$ cat config.mk
export PLATFORM = sky130hd
export DESIGN_NAME = rtc_calendar_core
export DESIGN_NICKNAME = d
export VERILOG_FILES = /design/src/rtl/rtc_calendar_core.sv
export SDC_FILE = /design/constraint.sdc
export NUM_CORES = 1
export LEC_CHECK = 0
export CORE_MARGIN = 2
export CORE_UTILIZATION = 40
export CTS_BUF_LIST = sky130_fd_sc_hd__clkbuf_4 sky130_fd_sc_hd__clkbuf_8 sky130_fd_sc_hd__clkbuf_16
export CTS_CLUSTER_SIZE = 24
export DETAILED_ROUTE_END_ITERATION = 8
export HOLD_SLACK_MARGIN = 0.12
export SLEW_MARGIN = 10
export SYNTH_ARGS = -nofsm -noshare
export SYNTH_HDL_FRONTEND = slang
export SYNTH_SLANG_ARGS = --single-unit
$ cat constraint.sdc
create_clock -name clk -period 6.95 [get_ports clk]
set_clock_uncertainty 0.2 [all_clocks]
set_input_delay 1.0425 -clock clk [delete_from_list [all_inputs] [get_ports clk]]
set_output_delay 1.0425 -clock clk [all_outputs]
set_load 0.03 [all_outputs]
$ cat src/rtl/rtc_calendar_core.sv
module rtc_calendar_core #(
  parameter int BASE_YEAR = 2000
) (
  input  logic       clk,
  input  logic       rst_n,
  input  logic       tick,
  input  logic       bin_mode,
  input  logic       hr24,
  input  logic       ld_en,
  input  logic [7:0] ld_sec,
  input  logic [7:0] ld_min,
  input  logic [7:0] ld_hour,
  input  logic [7:0] ld_wday,
  input  logic [7:0] ld_mday,
  input  logic [7:0] ld_mon,
  input  logic [7:0] ld_year,
  output logic [7:0] q_sec,
  output logic [7:0] q_min,
  output logic [7:0] q_hour,
  output logic [7:0] q_wday,
  output logic [7:0] q_mday,
  output logic [7:0] q_mon,
  output logic [7:0] q_year
);

  logic [7:0] sec_r, min_r, hour_r, wday_r, mday_r, mon_r, year_r;

  function automatic logic [7:0] to_reg(input logic [7:0] v, input logic bin);
    logic [7:0] tens, ones;
    tens = v / 8'd10;
    ones = v % 8'd10;
    return bin ? v : ((tens << 4) | ones);
  endfunction

  function automatic logic [7:0] from_reg(input logic [7:0] r, input logic bin);
    logic [7:0] tens;
    tens = {4'd0, r[7:4]};
    return bin ? r : (tens * 8'd10 + {4'd0, r[3:0]});
  endfunction

  function automatic logic [8:0] month_len(input logic [7:0] m, input logic leap);
    case (m)
      8'd4, 8'd6, 8'd9, 8'd11: return 9'd30;
      8'd2:                    return leap ? 9'd29 : 9'd28;
      default:                 return 9'd31;
    endcase
  endfunction

  int unsigned full_year;
  logic        leap;
  logic [8:0]  mday_inc;
  logic        sec_c, min_c, hour_c, mday_c, mon_c;
  logic [7:0]  hour_ld;

  assign full_year = BASE_YEAR + int'(year_r);
  assign leap      = (full_year % 4 == 0) && ((full_year % 100 != 0) || (full_year % 400 == 0));
  assign mday_inc  = {1'b0, mday_r} + 9'd1;
  assign sec_c     = sec_r  >= 8'd59;
  assign min_c     = min_r  >= 8'd59;
  assign hour_c    = hour_r >= 8'd23;
  assign mday_c    = mday_inc > month_len(mon_r, leap);
  assign mon_c     = mon_r  >= 8'd12;
  assign hour_ld   = from_reg({1'b0, ld_hour[6:0]}, bin_mode) + ((!hr24 && ld_hour[7]) ? 8'd12 : 8'd0);

  always_ff @(posedge clk) begin
    if (!rst_n) begin
      sec_r  <= 8'd0;
      min_r  <= 8'd0;
      hour_r <= 8'd0;
      wday_r <= 8'd1;
      mday_r <= 8'd1;
      mon_r  <= 8'd1;
      year_r <= 8'd0;
    end else if (ld_en) begin
      sec_r  <= from_reg(ld_sec, bin_mode);
      min_r  <= from_reg(ld_min, bin_mode);
      hour_r <= hour_ld;
      wday_r <= from_reg(ld_wday, bin_mode);
      mday_r <= from_reg(ld_mday, bin_mode);
      mon_r  <= from_reg(ld_mon, bin_mode);
      year_r <= from_reg(ld_year, bin_mode) % 8'd100;
    end else if (tick) begin
      sec_r <= sec_c ? 8'd0 : sec_r + 8'd1;
      if (sec_c) begin
        min_r <= min_c ? 8'd0 : min_r + 8'd1;
        if (min_c) begin
          hour_r <= hour_c ? 8'd0 : hour_r + 8'd1;
          if (hour_c) begin
            wday_r <= (wday_r >= 8'd1 && wday_r <= 8'd6) ? wday_r + 8'd1 : 8'd1;
            if (mday_c) begin
              mday_r <= 8'd1;
              if (mon_c) begin
                mon_r  <= 8'd1;
                year_r <= (year_r >= 8'd99) ? 8'd0 : year_r + 8'd1;
              end else begin
                mon_r <= mon_r + 8'd1;
              end
            end else begin
              mday_r <= mday_inc[7:0];
            end
          end
        end
      end
    end
  end

  assign q_sec  = to_reg(sec_r,  bin_mode);
  assign q_min  = to_reg(min_r,  bin_mode);
  assign q_hour = hr24 ? to_reg(hour_r, bin_mode)
                       : (to_reg(hour_r % 8'd12, bin_mode) | ((hour_r >= 8'd12) ? 8'h80 : 8'h00));
  assign q_wday = to_reg(wday_r, bin_mode);
  assign q_mday = to_reg(mday_r, bin_mode);
  assign q_mon  = to_reg(mon_r,  bin_mode);
  assign q_year = to_reg(year_r, bin_mode);

endmodule

## Yosys cells after proc, flatten, opt, wreduce, memory -nomap -nowiden

Index checks and enable logic that the tools add are counted.

| operators by class | value |
|---|---|
| mux-type cells | 59 |
| bitwise logic cells | 9 |
| div/mod/pow operators | 20 |
| eq/ne operators | 5 |
| shift operators | 0 |
| order comparisons | 9 |
| multiply operators | 7 |
| reduce and logical (&&, ||, !) cells | 20 |
| add/subtract/negate cells | 16 |

Operator list:

| kind | count |
|---|---|
| $mux 8 | 56 |
| $mod 8x4->8 const B | 9 |
| $or 8x8->8 | 9 |
| $div 8x4->8 const B | 8 |
| $logic_not 32->1 | 2 |
| $add 8x4->8 | 7 |
| $add 8x1->8 const B | 6 |
| $mul 4x3->7 const B | 6 |
| $mod 32x7->32 const B | 1 |
| $mod 32x9->32 const B | 1 |
| $reduce_bool 32->1 | 1 |
| $eq 8x3->1 const B | 2 |
| $eq 8x4->1 const B | 2 |
| $ge 8x4->1 const B | 2 |
| $ge 8x6->1 const B | 2 |
| $add 11x8->12 const A | 1 |
| $reduce_bool 2->1 | 6 |
| $add 8x1->9 const B | 1 |
| $gt 9x9->1 | 1 |
| $add 7x4->8 | 1 |
| $eq 8x2->1 const B | 1 |
| $ge 8x1->1 const B | 1 |
| $ge 8x5->1 const B | 1 |
| $ge 8x7->1 const B | 1 |
| 15 further kinds | 17 |

| word-level totals | value |
|---|---|
| memories | 0 |
| latch bits | 0 |
| RAM bits | 0 |
| bits in registers | 56 |
| word-level logic and storage cells | 152 |
| ROM bits | 0 |

## Longest topological paths before layout

Gate-level depths: netlist (run 1).

| logic depth | value |
|---|---|
| word-level depth | 14 |
| gate-level depth with buffers | 28 |
| depth with buffers taken out | 24 |

## Worst setup path after synthesis (run 1)

OpenSTA, ideal clock, no wires.

| timing path | value |
|---|---|
| kind | reg2reg |
| start point | register year_r[4] |
| end point | register year_r[5] |
| stages on the path, launching flop included | 27 |
| data arrival time | 5313 ps |
| path buffers | 3 |
| setup slack | 1308 ps |
| library setup time | 129 ps |
| path through | dfxtp_1 -> buf_4 -> clkinv_1 -> ha_1 -> clkbuf_1 -> nand2_1 -> a221o_1 -> o21a_1 -> a32oi_1 -> o21ai_0 -> a31oi_1 -> a21boi_0 -> nor3_1 -> nor4b_1 -> a311oi_1 -> ha_1 -> nand2_1 -> o211ai_1 -> nor3_1 -> or3_1 -> a2111oi_4 -> nand2b_1 -> buf_2 -> nor2_1 -> o2111a_1 -> a22oi_1 -> o41ai_1 |

| on the way | value |
|---|---|
| word-level cells in the longest chain between the ends | 10 |
| elaborated cells on any way between the ends | 22 |
| those cells by class | add/sub (2); div (2); order compare (2); mux (10); reduce/logical (6) |

Ends and longest elaborated chain:

| what | line | source |
|---|---|---|
| start, declared | 26 | `logic [7:0] sec_r, min_r, hour_r, wday_r, mday_r, mon_r, year_r;` |
| start signal, assigned | 81 | `year_r <= from_reg(ld_year, bin_mode) % 8'd100;` |
| start signal, assigned | 94 | `year_r <= (year_r >= 8'd99) ? 8'd0 : year_r + 8'd1;` |
| $add 11x8->12 | 55 | `assign full_year = BASE_YEAR + int'(year_r);` |
| $mod 32x7->32 / $mod 32x9->32 (equally long branches) | 56 | `assign leap = (full_year % 4 == 0) && ((full_year % 100 != 0) \|\| (full_year % 400 == 0));` |
| $reduce_bool 32->1 / $logic_not 32->1 (equally long branches) | 56 |  |
| $logic_or 1x1->1 | 56 |  |
| $logic_and 1x1->1 | 56 |  |
| $mux 1 | 44 | `8'd2: return leap ? 9'd29 : 9'd28;` |
| $pmux 2 s2 | 42 | `case (m)` |
| $gt 9x9->1 | 61 | `assign mday_c = mday_inc > month_len(mon_r, leap);` |
| $reduce_bool 2->1 (no line) | - |  |
| $reduce_and 6->1 (no line) | - |  |

Parallel ways exist; a longest one is shown, timed or not. The select of a mux whose other input is x is not followed.
A chain may end at the register's enable or synchronous reset.

## Worst setup path in the final report (run 1)

| timing path | value |
|---|---|
| start point | register year_r[6] |
| end point | register year_r[6] |

Same word-level chain as after synthesis.

==> results.md, run 1 <==
STA:
- The headroom to the max-slew limit is 0.318.
- The final setup violation count is 0.
- The final number of max-transition violations is 0.
- Setup repair after global routing left no endpoint under its margin.
- The post-route clock period utilization is 0.917.
- For the pin with the worst max-slew slack, the measured transition is 1.02 ns.
- The number of hold violations in the final report is 0.
- For this run, the top clock speed supported by timing is ~0.16 GHz.
- In the final timing run, aggregate negative setup slack is 0 ns.
- For the finished layout, the period the worst path requires is about 6.4 ns.

Floorplanning:
- The count of standard-cell rows is about 60.
- The die is approximately 170 um wide.
- For this configuration, the core starts out at a cell density of 0.409.
- The number of ports placed on the die boundary is 118.
- The overall die area is 29900 um^2.
- The total area inside the core boundary comes to about 28000 um^2.
- The floorplan step set the die height to approximately 170 um.

Worst setup path:
- The classification of the worst setup path is reg2reg.
- STA classifies the critical path startpoint as a register.
- The largest fanout on the critical path is 13.
- The required time of the critical path is between 6 and 7 ns.
- The count of cells along the worst register-to-register path is 24.
- At the worst endpoint, the arrival time is around 6.4 ns.
- The type of element capturing the critical path is a register.

Global route:
- The number of global-route vias before repair is ~11000.
- The number of antenna violations at the first check in global routing is 4.
- The first-pass GRT wire length is about 56000 um.
- Entering global routing, the biggest net connects 70 pins.
- The total routing usage reported by global routing is 0.216.
- Summed over all layers, the global routing overflow is 0.

Job:
- The number of violations of the max-capacitance limit is 0.

Synthesis:
- The number of distinct library cell variants in the gate-level netlist after synthesis is 93.
- The share of flip-flops with an asynchronous set or reset after synthesis is 0.
- The sequential fraction of the synthesis area is 0.0981.
- In the synthesized netlist the dominant register cell turns out to be sky130_fd_sc_hd__dfxtp_1.
- The count of flip-flops with a built-in enable after synthesis is 0.
- Of the total synthesized cell area, the portion taken by XOR and XNOR cells is 0.0628.
- Of the total synthesized cell area, the portion taken by full adders, half adders and majority gates is 0.135.
- The mean area per synthesized cell is ~6.9 um^2.
- The synthesized instance count is approximately 1700.
- The combinational family with the most area after synthesis is compound AO/OA/AOI/OAI gates.
- Of the total synthesized cell area, the portion taken by AND, OR, NAND and NOR gates is 0.256.
- In this run the cell area of the synthesized design comes to around 11000 um^2.
- The number of nets in the synthesized netlist is 1835.
- Yosys printed 0 warnings.
- The compound-gate portion of the synthesized area is 0.338.
- Counting flops and latches in the post-synthesis netlist gives 56.
- The multiplexer share of the synthesized area is 0.0286.

Clock network:
- The total of cells resized after clock tree synthesis is 0.
- The maximum buffer depth of the clock tree is 2.
- The H-tree was split into 2 levels.
- The number of hold buffers added after CTS was 0.
- TritonCTS built the clock tree.
- The CTS sink count is 56.
- Buffers added to address setup during post-CTS repair amount to 0.
- Clock-pin slew was measured on the worst setup and hold paths at around 0.070 ns.
- The cell sitting at the root of the clock tree is a sky130_fd_sc_hd__clkbuf_16.
- The clock reaches the later pin of the worst-skew pair after 0.31 ns.
- The number of buffers created by CTS is 5.

Finish:
- From synthesis to final layout, the design area changed by 11.5%.
- For this run, the share of the core covered by cells in the final layout is 0.456.
- The cell area after layout is 12700 um^2.
- The total of fill cells in the finished design is between 2000 and 3000.
- For this run, the number of standard cells in the final layout without fillers is ~2100.
- The net count of the finished layout is between 1500 and 2000.
- In the final layout, the share of cells above drive strength 1 is 0.0479.

Route:
- The detail-routed via count per cell is about 5.9.
- The length of the first detailed-routing pass in iterations is 5.
- The via total after detailed routing is roughly 12000.
- The post-detailed-route count of antenna-violating nets is 0.
- The first routing iteration left slightly above 800 violations.
- The final layout contains routed wiring with a total length of approximately 33000 um.
- In the final routed layout, each cell accounts on average for between 15 and 20 um.
- The number of remaining DRC errors is 0.

Run status:
- The run finished with clean final reports.

Power and ir drop:
- The leakage component of the power is 0.00485 uW.
- The overall power consumption is approximately 2100 uW.
- For this design the ratio of total power to cell area is around 170 nW/um^2.
- VDD sags by at most between 0.09 and 0.1 mV.

Placed design:
- In this run the tool buffered the top-level ports with roughly 120 buffer cells.
- Detailed placement finished with a half-perimeter wire length of about 25000 um.
- The instance count after placement with tap cells included is approximately 2000.
- The final weighted congestion in routability-driven placement is approximately 0.9.
- Once placement finished, the instance area stood at between 10000 and 15000 um^2.

Hold path:
- The type of the tightest min-delay check is reg2reg.
- The worst hold path cell count is 2.
cells in the mapped netlist, types with 7 or more instances:
cell / number / area [um^2]
sky130_fd_sc_hd__a211oi_1: 27 / 203
sky130_fd_sc_hd__a21boi_0: 7 / 52.6
sky130_fd_sc_hd__a21o_1: 23 / 173
sky130_fd_sc_hd__a21oi_1: 111 / 556
sky130_fd_sc_hd__a221oi_1: 12 / 105
sky130_fd_sc_hd__a22oi_1: 27 / 203
sky130_fd_sc_hd__a311oi_1: 7 / 61.3
sky130_fd_sc_hd__a31oi_1: 25 / 156
sky130_fd_sc_hd__a32oi_1: 7 / 61.3
sky130_fd_sc_hd__and2_1: 19 / 119
sky130_fd_sc_hd__and3_1: 14 / 87.6
sky130_fd_sc_hd__buf_1: 16 / 60.1
sky130_fd_sc_hd__buf_2: 19 / 95.1
sky130_fd_sc_hd__buf_4: 13 / 97.6
sky130_fd_sc_hd__clkbuf_1: 82 / 308
sky130_fd_sc_hd__dfxtp_1: 56 / 1120
sky130_fd_sc_hd__fa_1: 14 / 280
sky130_fd_sc_hd__ha_1: 99 / 1240
sky130_fd_sc_hd__inv_1: 74 / 278
sky130_fd_sc_hd__mux2_2: 12 / 135
sky130_fd_sc_hd__mux2i_1: 18 / 180
sky130_fd_sc_hd__nand2_1: 159 / 597
sky130_fd_sc_hd__nand2b_1: 29 / 181
sky130_fd_sc_hd__nand3_1: 34 / 170
sky130_fd_sc_hd__nand4b_1: 7 / 61.3
sky130_fd_sc_hd__nor2_1: 156 / 586
sky130_fd_sc_hd__nor2b_1: 36 / 225
sky130_fd_sc_hd__nor3_1: 42 / 210
sky130_fd_sc_hd__nor3b_1: 15 / 113
sky130_fd_sc_hd__nor4_1: 11 / 68.8
sky130_fd_sc_hd__nor4b_1: 8 / 70.1
sky130_fd_sc_hd__o2111ai_1: 7 / 61.3
sky130_fd_sc_hd__o211ai_1: 32 / 240
sky130_fd_sc_hd__o21a_1: 24 / 180
sky130_fd_sc_hd__o21ai_0: 141 / 706
sky130_fd_sc_hd__o221ai_1: 11 / 96.3
sky130_fd_sc_hd__o22a_1: 10 / 87.6
sky130_fd_sc_hd__o22ai_1: 17 / 106
sky130_fd_sc_hd__o31ai_1: 9 / 67.6
sky130_fd_sc_hd__or2_2: 11 / 68.8
sky130_fd_sc_hd__or3_1: 9 / 56.3
sky130_fd_sc_hd__xnor2_1: 50 / 438
sky130_fd_sc_hd__xor2_1: 32 / 280
worst paths after layout:
| kind | startpoint | to | slack [ns] |
|---|---|---|---|
| setup reg to reg | year_r[6] | year_r[6] | 0.58 |
| hold reg to reg | year_r[1] | year_r[1] | 0.39 |
| setup / recovery | year_r[6] | year_r[6] | 0.58 |
| hold / removal | year_r[1] | year_r[1] | 0.39 |
metal layers:
metal	routed length, um	track usage	share of wire	up-vias
li1	-	-	-	6080
met1	15500	0.295	0.47	5631
met2	15400	0.360	0.46	348
met3	1800	0.0299	0.054	36
met4	604	0.0530	0.018	0
met5	0	0	0	-
critical path, cell delays in order, from the launching register on:
cell and delay (ns):
sky130_fd_sc_hd__dfxtp_1 0.41, sky130_fd_sc_hd__nor2_1 0.43, sky130_fd_sc_hd__nand2_1 0.11, sky130_fd_sc_hd__ha_1 0.30, sky130_fd_sc_hd__nand4b_1 0.15, sky130_fd_sc_hd__a21oi_1 0.12, sky130_fd_sc_hd__a211o_1 0.30, sky130_fd_sc_hd__a32oi_1 0.46
sky130_fd_sc_hd__o21ai_0 0.14, sky130_fd_sc_hd__a31oi_1 0.27, sky130_fd_sc_hd__o21ba_1 0.16, sky130_fd_sc_hd__o21ai_0 0.09, sky130_fd_sc_hd__and3_1 0.18, sky130_fd_sc_hd__a311oi_1 0.45, sky130_fd_sc_hd__ha_1 0.32, sky130_fd_sc_hd__nand2_1 0.06
sky130_fd_sc_hd__o211ai_1 0.10, sky130_fd_sc_hd__nor3_1 0.13, sky130_fd_sc_hd__or3_1 0.17, sky130_fd_sc_hd__a2111oi_4 0.08, sky130_fd_sc_hd__nand2b_1 0.32, sky130_fd_sc_hd__nor2_1 0.67, sky130_fd_sc_hd__mux2_2 0.41, sky130_fd_sc_hd__o21ai_1 0.14
sky130_fd_sc_hd__nand3_1 0.09
registers in the layout (all words and copies together), names as in the netlist:
signal / flops
sec_r: 8
hour_r: 8
mon_r: 8
mday_r: 8
year_r: 8
min_r: 8
wday_r: 8
cells by family after synthesis:
group           after synthesis
flops                        56
xor+xnor                     82
compound gates              572
fa+ha+maj                   115
buf+inv                     216
mux                          31
simple gates                588
power breakdown:
group	switching [uW]	leakage, uW	internal (uW)
logic	816	0.00432	597
registers	87.7	0.000459	347
clock network	128	0.0000705	139
placed cells by master, fill, tap and decap left out, drive strengths merged, types with 15 or more instances in the layout:
cell type | synthesis | routed
nand2 | 159 | 159
nor2 | 156 | 156
o21ai | 143 | 143
clkdlybuf4s50 | 0 | 115
a21oi | 113 | 113
ha | 99 | 99
inv | 75 | 76
dfxtp | 56 | 56
xnor2 | 50 | 50
nor3 | 42 | 42
nor2b | 37 | 37
nand3 | 34 | 34
o211ai | 32 | 32
xor2 | 32 | 32
nand2b | 31 | 31
a211oi | 29 | 29
a22oi | 28 | 28
a31oi | 25 | 25
o21a | 24 | 24
a21o | 23 | 23
and2 | 23 | 23
buf | 54 | 22
mux2i | 18 | 18
o22ai | 17 | 17
nor3b | 15 | 15
area by class of cell:
type,count,area (um^2),area share
Clock inverter,2,16.3,0.00128
Multi-Input combinational cell,1388,9380,0.736
Timing Repair Buffer,137,1310,0.103
Inverter,80,300,0.0236
Clock buffer,6,133,0.0104
Tap cell,378,473,0.0371
Antenna cell,4,10.0,0.000785
Sequential cell,56,1120,0.0880
through the flow:
step	hold WS [ns]	setup WS, ns
global route	0.441	0.136
detailed placement	0.387	0.696
global placement	0.377	0.881
floorplan	0.319	1.31
CTS	0.397	0.647
finish	0.394	0.576
No activity file was read; power rests on OpenSTA's default activity.
==> run 2: changes to the inputs <==
Settings changed: CAP_MARGIN set to 40.
==> run 2 against run 1 <==
Net effect:
- combinational power about the same
- clock power is essentially flat
- critical path depth is 1 higher
- critical endpoint is now year_r[5]
==> results.md, run 2 (synthesis results as in run 1) <==
Run status:
- Outcome: finished, final reports clean (unchanged).

Worst setup path:
- The top cell family by delay on the critical path is simple AND/OR/NAND/NOR gates (unchanged).
- The critical path's slowest cell is sky130_fd_sc_hd__nor2_1 (unchanged).
- The number of buffer and inverter stages on the critical path is 1 (was 0).
- The largest fanout on the critical path is 13 (unchanged).
- The count of cells along the worst register-to-register path came to 25 (was 24).
- The required time of the critical path is 6.94 ns (was 6.93 ns).
- The startpoint kind of the worst setup timing path is a register (unchanged).
- The number of gates on the worst path with buffers counted is 25 (was 24).
- The largest stage delay on the critical path is 0.67 ns (about the same).
- The arrival time at the worst endpoint was 6.40 ns (was 6.36 ns).
- The type of element capturing the critical path was a register (unchanged).
- The classification of the worst setup path was reg2reg (unchanged).

Route:
- The detailed-route wire length per cell is 16.3 um (was 16.2 um).
- The number of remaining DRC errors is 0 (unchanged).
- The number of design-rule violations left by the first detailed-router iteration is 867 (was 831).
- The final wirelength is 33400 um (was 33300 um).
- The via total after detailed routing is 12088 (was 12095).
- The post-detailed-route count of antenna-violating nets is 0 (unchanged).
- The detail-routed via count per cell is 5.89 (was 5.90).
- The length of the first detailed-routing pass in iterations is 5 (unchanged).

Power and ir drop:
- The overall power consumption is 2120 uW (was 2110 uW).
- The worst vdd rail ir drop is 0.0895 mV (was 0.0942 mV).
- The leakage component of the power is 0.00487 uW (was 0.00485 uW).
- The ratio of total power to cell area is 166 nW/um^2 (about the same).

Finish:
- The fraction of layout instances using a drive strength above 1 was 0.0496 (was 0.0479).
- The most frequent standard cell in the layout excluding fill and tap cells was sky130_fd_sc_hd__nand2_1 (unchanged).
- The cell area after layout came to 12800 um^2 (was 12700 um^2).
- The post-synthesis to final-layout area growth is 11.9% (was 11.5%).
- Top library cells by usage in the layout, fill and taps aside: 159 x sky130_fd_sc_hd__nand2_1, 156 x sky130_fd_sc_hd__nor2_1, 141 x sky130_fd_sc_hd__o21ai_0 (unchanged).
- The total of fill cells in the finished design is 2927 (was 2906).
- The net count of the finished layout is 1846 (was 1843).
- The final design utilization is 0.458 (was 0.456).

Hold path:
- The worst hold path cell count came to 2 (unchanged).
- The type of the tightest min-delay check is reg2reg (unchanged).

Clock network:
- The CTS root buffer was sky130_fd_sc_hd__clkbuf_16 (unchanged).
- The number of setup buffers added after CTS is 0 (unchanged).
- The clock insertion delay at the later pin of the skew report came to 0.31 ns (about the same).
- The total number of H-tree levels is 2 (unchanged).
- The number of buffers created by CTS is 5 (unchanged).
- The CTS sink count came to 56 (unchanged).
- The TritonCTS clock tree is built (unchanged).
- The total of cells resized after clock tree synthesis is 0 (unchanged).
- The clock transition time at the flip-flop clock pins of the worst setup and hold paths was 0.07 ns (about the same).
- The number of buffers inserted by hold repair at cts came to 0 (unchanged).
- The maximum buffer depth of the clock tree is 2 (unchanged).

STA:
- The final worst setup slack is 0.537 ns (was 0.576 ns).
- The maximum clock frequency came to 0.156 GHz (was 0.157 GHz).
- Unrepaired setup endpoints after global routing: no (unchanged).
- The final-layout setup total negative slack was 0 ns (unchanged).
- The number of hold violations in the final report is 0 (unchanged).
- The final setup violation count is 0 (unchanged).
- The slew of the pin with the lowest slew margin was 0.882 ns (was 1.02 ns).
- The headroom to the max-slew limit was 0.411 (was 0.318).
- The minimum clock period after layout is 6.41 ns (was 6.37 ns).
- The post-route clock period utilization is 0.923 (was 0.917).
- The final number of max-transition violations came to 0 (unchanged).

Floorplanning:
- The overall die area is 29900 um^2 (unchanged).
- The count of standard-cell rows came to 61 (unchanged).
- The initial standard-cell utilization of the core is 0.409 (unchanged).
- The area of the placeable core is 27900 um^2 (unchanged).
- The die height was 173 um (unchanged).
- The die span in x came to 173 um (unchanged).
- The number of ports placed on the die boundary came to 118 (unchanged).

Placed design:
- The instance area at placement is 12600 um^2 (about the same).
- The final weighted congestion in routability-driven placement is 0.903 (unchanged).
- The count of input and output buffers is 117 (unchanged).
- The sum of net half-perimeters after detailed placement came to 24900 um (was 24800 um).
- The post-placement setup slack is 0.656 ns (was 0.696 ns).

Global route:
- The largest net degree at the start of global routing is 70 (unchanged).
- The first-pass GRT wire length is 55600 um (was 55800 um).
- The total routing usage reported by global routing is 0.215 (was 0.216).
- The leftover overflow at the end of global routing was 0 (unchanged).
- The number of antenna violations at the first check in global routing came to 5 (was 4).
- The number of global-route vias before repair was 11103 (was 11114).

Job:
- The number of violations of the max-capacitance limit is 0 (unchanged).
## run 2: worst paths after layout
kind	from	to	slack [ns]
setup / recovery	year_r[6]	year_r[5]	0.54
hold / removal	year_r[0]	year_r[0]	0.40
setup reg to reg	year_r[6]	year_r[5]	0.54
hold reg to reg	year_r[0]	year_r[0]	0.40
## run 2: metrics by stage
step           cells  hold slack [ns]
3_5_place_dp    2042            0.391
3_3_place_gp    2039            0.377
2_1_floorplan   1660            0.319
4_1_cts         2050            0.401
6_report        2054            0.403
5_1_grt         2052            0.440
## run 2: area by class of cell
class	count	area [um^2]	area share
diodes	4	10.0	0.000783
clock buffers	6	133	0.0104
clock inverters	2	16.3	0.00127
inverters	80	300	0.0235
multi-input cells	1388	9380	0.733
flip-flops and latches	56	1120	0.0877
well taps	378	473	0.0370
repair buffers	140	1360	0.106
## run 2: worst reg2reg max path, stage by stage (launching register included)
cell and delay (ns):
sky130_fd_sc_hd__dfxtp_1 0.40, sky130_fd_sc_hd__nor2_1 0.44, sky130_fd_sc_hd__nand2_1 0.11, sky130_fd_sc_hd__ha_1 0.31, sky130_fd_sc_hd__nand4b_1 0.22, sky130_fd_sc_hd__a21oi_1 0.27, sky130_fd_sc_hd__a211o_1 0.15, sky130_fd_sc_hd__and3_1 0.18
sky130_fd_sc_hd__mux2i_1 0.39, sky130_fd_sc_hd__or4_1 0.18, sky130_fd_sc_hd__o31ai_1 0.08, sky130_fd_sc_hd__nor3_1 0.26, sky130_fd_sc_hd__nor4b_1 0.10, sky130_fd_sc_hd__a311oi_1 0.45, sky130_fd_sc_hd__ha_1 0.32, sky130_fd_sc_hd__nand2_1 0.06
sky130_fd_sc_hd__o211ai_1 0.11, sky130_fd_sc_hd__a21oi_1 0.16, sky130_fd_sc_hd__or3_1 0.16, sky130_fd_sc_hd__a2111oi_4 0.08, sky130_fd_sc_hd__nand2b_1 0.33, sky130_fd_sc_hd__nor2_1 0.67, sky130_fd_sc_hd__buf_4 0.27, sky130_fd_sc_hd__o22ai_1 0.08
sky130_fd_sc_hd__a22oi_1 0.21, sky130_fd_sc_hd__o41ai_1 0.10
## run 2: where the power goes
group          internal, uW  switching (uW)  leakage [uW]
registers               347            85.0      0.000459
logic                   599             817       0.00434
clock network           139             131     0.0000705
total                  1090            1030       0.00487
## run 2: per-layer routing
metal | track usage | wire length [um]
met5 | 0 | 15
met4 | 0.0516 | 604
met3 | 0.0295 | 1590
met2 | 0.358 | 15500
met1 | 0.295 | 15700
